<file path="src/rtl/lc_pkg.sv">
// Shared constants and sizing functions for the logic cluster.
// Assumes a fixed 4-input table; all other widths derive from the
// cluster input count and the element count.
package lc_pkg;

    localparam int LUT_K    = 4;
    localparam int LUT_BITS = 1 << LUT_K;

    // Width of one crossbar select field for a given source count.
    function automatic int sel_width(input int n_in, input int n_elem);
        return (n_in + n_elem <= 2) ? 1 : $clog2(n_in + n_elem);
    endfunction

    // Configuration bits held per element: mask, output select, fields.
    function automatic int elem_cfg_width(input int n_in, input int n_elem);
        return LUT_BITS + 1 + ((n_elem > 1) ? LUT_K * sel_width(n_in, n_elem) : 0);
    endfunction

endpackage

</file>
<file path="src/rtl/lc_cfg_chain.sv">
// Serial configuration store of the cluster.
// Shifts one bit in at the LSB per enabled clock, so the first bit sent
// ends at the MSB. Cleared by the synchronous active-low reset.
module lc_cfg_chain #(
    parameter int CFG_W = 8
) (
    input  logic             clk,
    input  logic             rst_n,
    input  logic             shift_en,
    input  logic             shift_in,
    output logic [CFG_W-1:0] chain_q
);

    // Shift register holding every configuration bit of the tile.
    always_ff @(posedge clk) begin
        if (!rst_n) begin
            chain_q <= '0;
        end else if (shift_en) begin
            chain_q <= {chain_q[CFG_W-2:0], shift_in};
        end
    end

endmodule

</file>
<file path="src/rtl/lc_xbar_mux.sv">
// One crossbar multiplexer feeding a single table pin.
// Sources are packed as {element registers, cluster inputs}; a select
// code past the last source yields logic 0.
module lc_xbar_mux #(
    parameter int N_SRC = 4,
    parameter int SEL_W = 2
) (
    input  logic [N_SRC-1:0] src,
    input  logic [SEL_W-1:0] sel,
    output logic             pin
);

    // Pick the addressed source or force 0 for unused codes.
    always_comb begin
        if (int'(sel) < N_SRC) begin
            pin = src[sel];
        end else begin
            pin = 1'b0;
        end
    end

endmodule

</file>
<file path="src/rtl/lc_ble.sv">
// Basic logic element: a K-input lookup table, a D flip-flop and an
// output selector. Assumes the caller freezes the register via hold
// while the configuration changes.
module lc_ble #(
    parameter int K = 4
) (
    input  logic                clk,
    input  logic                rst_n,
    input  logic                hold,
    input  logic [(1<<K)-1:0]   mask,
    input  logic                reg_sel,
    input  logic [K-1:0]        pins,
    output logic                lut_o,
    output logic                ff_q,
    output logic                ble_out
);

    // Table lookup: pins form the mask index, pin 0 as LSB.
    assign lut_o = mask[pins];

    // State register: clears on reset, holds during configuration.
    always_ff @(posedge clk) begin
        if (!rst_n) begin
            ff_q <= 1'b0;
        end else if (!hold) begin
            ff_q <= lut_o;
        end
    end

    // Output selection between registered and direct table result.
    assign ble_out = reg_sel ? ff_q : lut_o;

endmodule

</file>
<file path="src/rtl/logic_cluster.sv">
// Programmable logic cluster: N_ELEM identical elements, a fully
// connected crossbar from cluster inputs and element registers to every
// table pin, and a serial configuration chain. Feedback taps the element
// registers, so the tile has no combinational loop. With one element the
// crossbar is omitted and pins connect to the low cluster inputs.
module logic_cluster #(
    parameter int N_ELEM = 4,
    parameter int N_IN   = 10
) (
    input  logic              clk,
    input  logic              rst_n,
    input  logic              config_en,
    input  logic              config_in,
    input  logic [N_IN-1:0]   cl_in,
    output logic [N_ELEM-1:0] cl_out
);

    import lc_pkg::*;

    localparam int SEL_W  = sel_width(N_IN, N_ELEM);
    localparam int N_SRC  = N_IN + N_ELEM;
    localparam int ELEM_W = elem_cfg_width(N_IN, N_ELEM);
    localparam int CFG_W  = N_ELEM * ELEM_W;
    localparam int XBAR_W = ELEM_W - LUT_BITS - 1;

    logic [CFG_W-1:0]  chain_q;
    logic [N_ELEM-1:0] ff_q;
    logic [N_ELEM-1:0] lut_o;
    logic [N_SRC-1:0]  xbar_src;

    // Crossbar source vector: registers above cluster inputs.
    assign xbar_src = {ff_q, cl_in};

    lc_cfg_chain #(
        .CFG_W (CFG_W)
    ) u_chain (
        .clk      (clk),
        .rst_n    (rst_n),
        .shift_en (config_en),
        .shift_in (config_in),
        .chain_q  (chain_q)
    );

    for (genvar e = 0; e < N_ELEM; e++) begin : g_elem
        localparam int TOP = (N_ELEM - e) * ELEM_W - 1;
        logic [ELEM_W-1:0] slice;
        logic [LUT_K-1:0]  pins;

        // Configuration slice owned by this element.
        assign slice = chain_q[TOP -: ELEM_W];

        if (N_ELEM > 1) begin : g_xbar
            for (genvar k = 0; k < LUT_K; k++) begin : g_pin
                lc_xbar_mux #(
                    .N_SRC (N_SRC),
                    .SEL_W (SEL_W)
                ) u_mux (
                    .src (xbar_src),
                    .sel (slice[XBAR_W-1-k*SEL_W -: SEL_W]),
                    .pin (pins[k])
                );
            end
        end else begin : g_direct
            for (genvar k = 0; k < LUT_K; k++) begin : g_pin
                if (k < N_IN) begin : g_wire
                    assign pins[k] = cl_in[k];
                end else begin : g_zero
                    assign pins[k] = 1'b0;
                end
            end
        end

        lc_ble #(
            .K (LUT_K)
        ) u_ble (
            .clk     (clk),
            .rst_n   (rst_n),
            .hold    (config_en),
            .mask    (slice[ELEM_W-1 -: LUT_BITS]),
            .reg_sel (slice[ELEM_W-1-LUT_BITS]),
            .pins    (pins),
            .lut_o   (lut_o[e]),
            .ff_q    (ff_q[e]),
            .ble_out (cl_out[e])
        );
    end

endmodule

</file>
<file path="config.mk">
export PLATFORM = sky130hd
export DESIGN_NAME = logic_cluster
export DESIGN_NICKNAME = d
export VERILOG_FILES = /design/src/rtl/lc_pkg.sv /design/src/rtl/lc_cfg_chain.sv /design/src/rtl/lc_xbar_mux.sv /design/src/rtl/lc_ble.sv /design/src/rtl/logic_cluster.sv
export SDC_FILE = /design/constraint.sdc
export NUM_CORES = 1
export LEC_CHECK = 0
export BUFFER_PORTS_ARGS = -buffer_cell sky130_fd_sc_hd__buf_2
export CORE_MARGIN = 2
export CORE_UTILIZATION = 45
export DETAILED_ROUTE_END_ITERATION = 10
export HOLD_SLACK_MARGIN = 0.1
export PLACE_DENSITY = 0.73
export SYNTH_ARGS = -nofsm -noshare
export SYNTH_HDL_FRONTEND = slang
export SYNTH_SLANG_ARGS = --single-unit
</file>
<file path="constraint.sdc">
create_clock -name clk -period 3.6 [get_ports clk]
set_clock_uncertainty 0.2 [all_clocks]
set_input_delay 0.72 -clock clk [delete_from_list [all_inputs] [get_ports clk]]
set_output_delay 0.72 -clock clk [all_outputs]
set_load 0.01 [all_outputs]
</file>
==> results.md <==
- Synthesized Nets: 757
- Slew @ Worst Pin: 0.733 ns
- CP arrival: 2.69 ns
- Vias in the first global route: 5833
- Total number of vias: 5742
- Pins over their slew limit: 0
- Largest net degree at the start of global routing: 76
- Startpoint Class: input pin
- Power Density: 379 mW/mm^2
- Antenna cells: 0
- Fin crit share: 100%
- Worst slew margin: 51.1%
- Post-route ant nets: 0
- Status: finished, violations left
- Die area: 0.0186 mm^2
- Most used flip-flop cell after synthesis: dfxtp_1
- CTS tree: built
- Sink Count: 136
- Placed Instances: 966
- Unrepaired setup endpoints after global routing: yes
- Synth cell count leaders: mux2i_1 (209), nor2b_1 (146), dfxtp_1 (136)
- Syn. warnings: 0
- Core footprint: 0.0172 mm^2
- IO Count: 18
- Post-synth top area share: 34.5%
- CTS max path bufs: 2
- Design Area, Final: 0.00944 mm^2
- TritonRoute pass-1 iters: 4
- Nets: 792
- Port Buffers: 17
- Fmax: 0.277 GHz
- Post-layout minimum cycle time: 3.61 ns
- Rows: 48
- H-tree depth: 4
- Via density: 5.65
- Post-DP HPWL: 11.6 mm
- Clock-pin slew on the worst setup and hold paths: 0.06 ns
- Num CTS Buffers: 17
- Violated checks: negative setup slack
- Class of the worst hold path: reg -> reg
- Max Cap Violations: 0
- Routability congestion estimate: 0.831
- Non-Filler Instances: 1016
- Distinct cells, synth: 43
- Layout cells sized above 1: 28.8%
- Die height: 136 um
- Mapped Cells: 743
- Initial Utilization: 45.7%
- Synthesized area per cell: 10.6 um^2
- Worst skew pair latency: 0.43 ns
- Setup violators final: 2
- First-pass GRT wire length: 28.9 mm
- Initial antenna violation count: 0
- Root buffer cell: clkbuf_16
- Sequential fraction of the synthesis area: 34.5%
- Max IR drop VDD: 0.259 mV
- Hold Violations, Final: 0
- Area leader, netlist: dfxtp_1
- Ranking of synthesized cells by area: dfxtp_1 (35%), mux2i_1 (27%), nor2b_1 (12%)
- CP Capture Type: output port
- Total global-route track usage: 19.8%
- Fin Hold WS: 0.322 ns
- Routed len/inst: 17.6 um
- Most common cell in the netlist: mux2i_1
- Total power: 3.58 mW
- Number of remaining DRC errors: 0
- Area grow syn2layout: 19.7%
- Seq cells post-synth: 136
- Remaining global-route overflow: 0
- Number of flops mapped to enable cells by yosys: 0
- Critical Path Fanout Max: 10
- Dpl cell area: 0.00839 mm^2
- Total wire length: 17.9 mm
- Netlist Area Pre-Place: 0.00788 mm^2
- Pleak: 3.55 nW
- Finished Core Util: 54.8%
- Setup ws final: -0.00760 ns
- Initial drt markers: 406
- Die width: 136 um
- Kind of critical path: in -> out
- Crit path required time: 2.68 ns
- Asr flop ratio synth: 0%
## cell usage in the layout (no fill, tap or decap), types with 10 or more instances in the layout
master	count
mux2i_1	207
buf_6	18
clkbuf_16	17
dfxtp_1	118
nor2b_1	143
nor2_1	14
nand2_1	12
dfxtp_2	10
nand3b_1	11
buf_4	59
mux4_2	39
## layer usage
metal  track usage [%]  part of all wire [%]
met5                 0                     0
met4              9.26                   2.5
met3              3.95                   4.7
met2              32.8                    49
met1              24.8                    44
## cell families (layout without fill, tap and decap cells)
kind of cell | count (synthesis) | in the layout | share of synthesized area, %
mux | 252 | 252 | 38.4
flops | 136 | 136 | 34.5
simple gates | 213 | 213 | 16.1
buf+inv | 78 | 126 | 4.41
compound gates | 64 | 64 | 6.51
## power breakdown
part	total, mW	leakage [nW]	internal (mW)	switching [mW]
logic	0.404	2.18	0.210	0.194
clock network	1.66	0.264	0.967	0.692
registers	1.52	1.11	1.51	0.0112
total	3.58	3.55	2.68	0.898
## final timing paths
path                                startpoint                                 to  slack [ns]  depth (start not counted)
min reg2reg  u_chain.chain_q[131]$_SDFFE_PN0P_  u_chain.chain_q[131]$_SDFFE_PN0P_        0.32                          2
max reg2reg  g_elem[1].u_ble.ff_q$_SDFFE_PN0N_  g_elem[0].u_ble.ff_q$_SDFFE_PN0N_        0.91                          9
max                                   cl_in[1]                          cl_out[1]      -0.008                         10
min          u_chain.chain_q[131]$_SDFFE_PN0P_  u_chain.chain_q[131]$_SDFFE_PN0P_        0.32                          2
## critical path, stage by stage
cell	delay [ns]
buf_4	0.15
mux4_2	0.52
nor2_4	0.15
o32ai_4	0.10
buf_12	0.16
mux2i_1	0.14
a22oi_2	0.25
a21oi_2	0.10
o31ai_4	0.21
buf_2	0.17
## registers in the layout (all words and copies together) (netlist names)
| register | flops |
|---|---|
| u_chain.chain_q | 132 |
| g_elem.u_ble.ff_q | 4 |
## metrics by stage
step | setup slack [ns] | TNS [ns]
global route | -0.101 | -0.235
floorplan | 0.138 | 0
CTS | -0.171 | -0.171
finish | -0.00760 | -0.0106
detailed placement | -0.418 | -0.702
global placement | -0.324 | -0.495
## final cells by class
class | instances | area [um^2]
clock buffer | 18 | 439
clock inverter | 14 | 126
fill | 1379 | 7800
inverter | 3 | 11.3
multi-input combinational | 529 | 5000
sequential | 136 | 2770
tap | 225 | 282
timing repair buffer | 91 | 816
## repair_timing
action,4_1_cts,5_1_grt
gates resized for setup,51,53
pin swaps,14,26
hold buffers,0,0
buffers inserted,10,10
endpoints found under the setup margin,4,4
(Power assumes the default switching activity.)
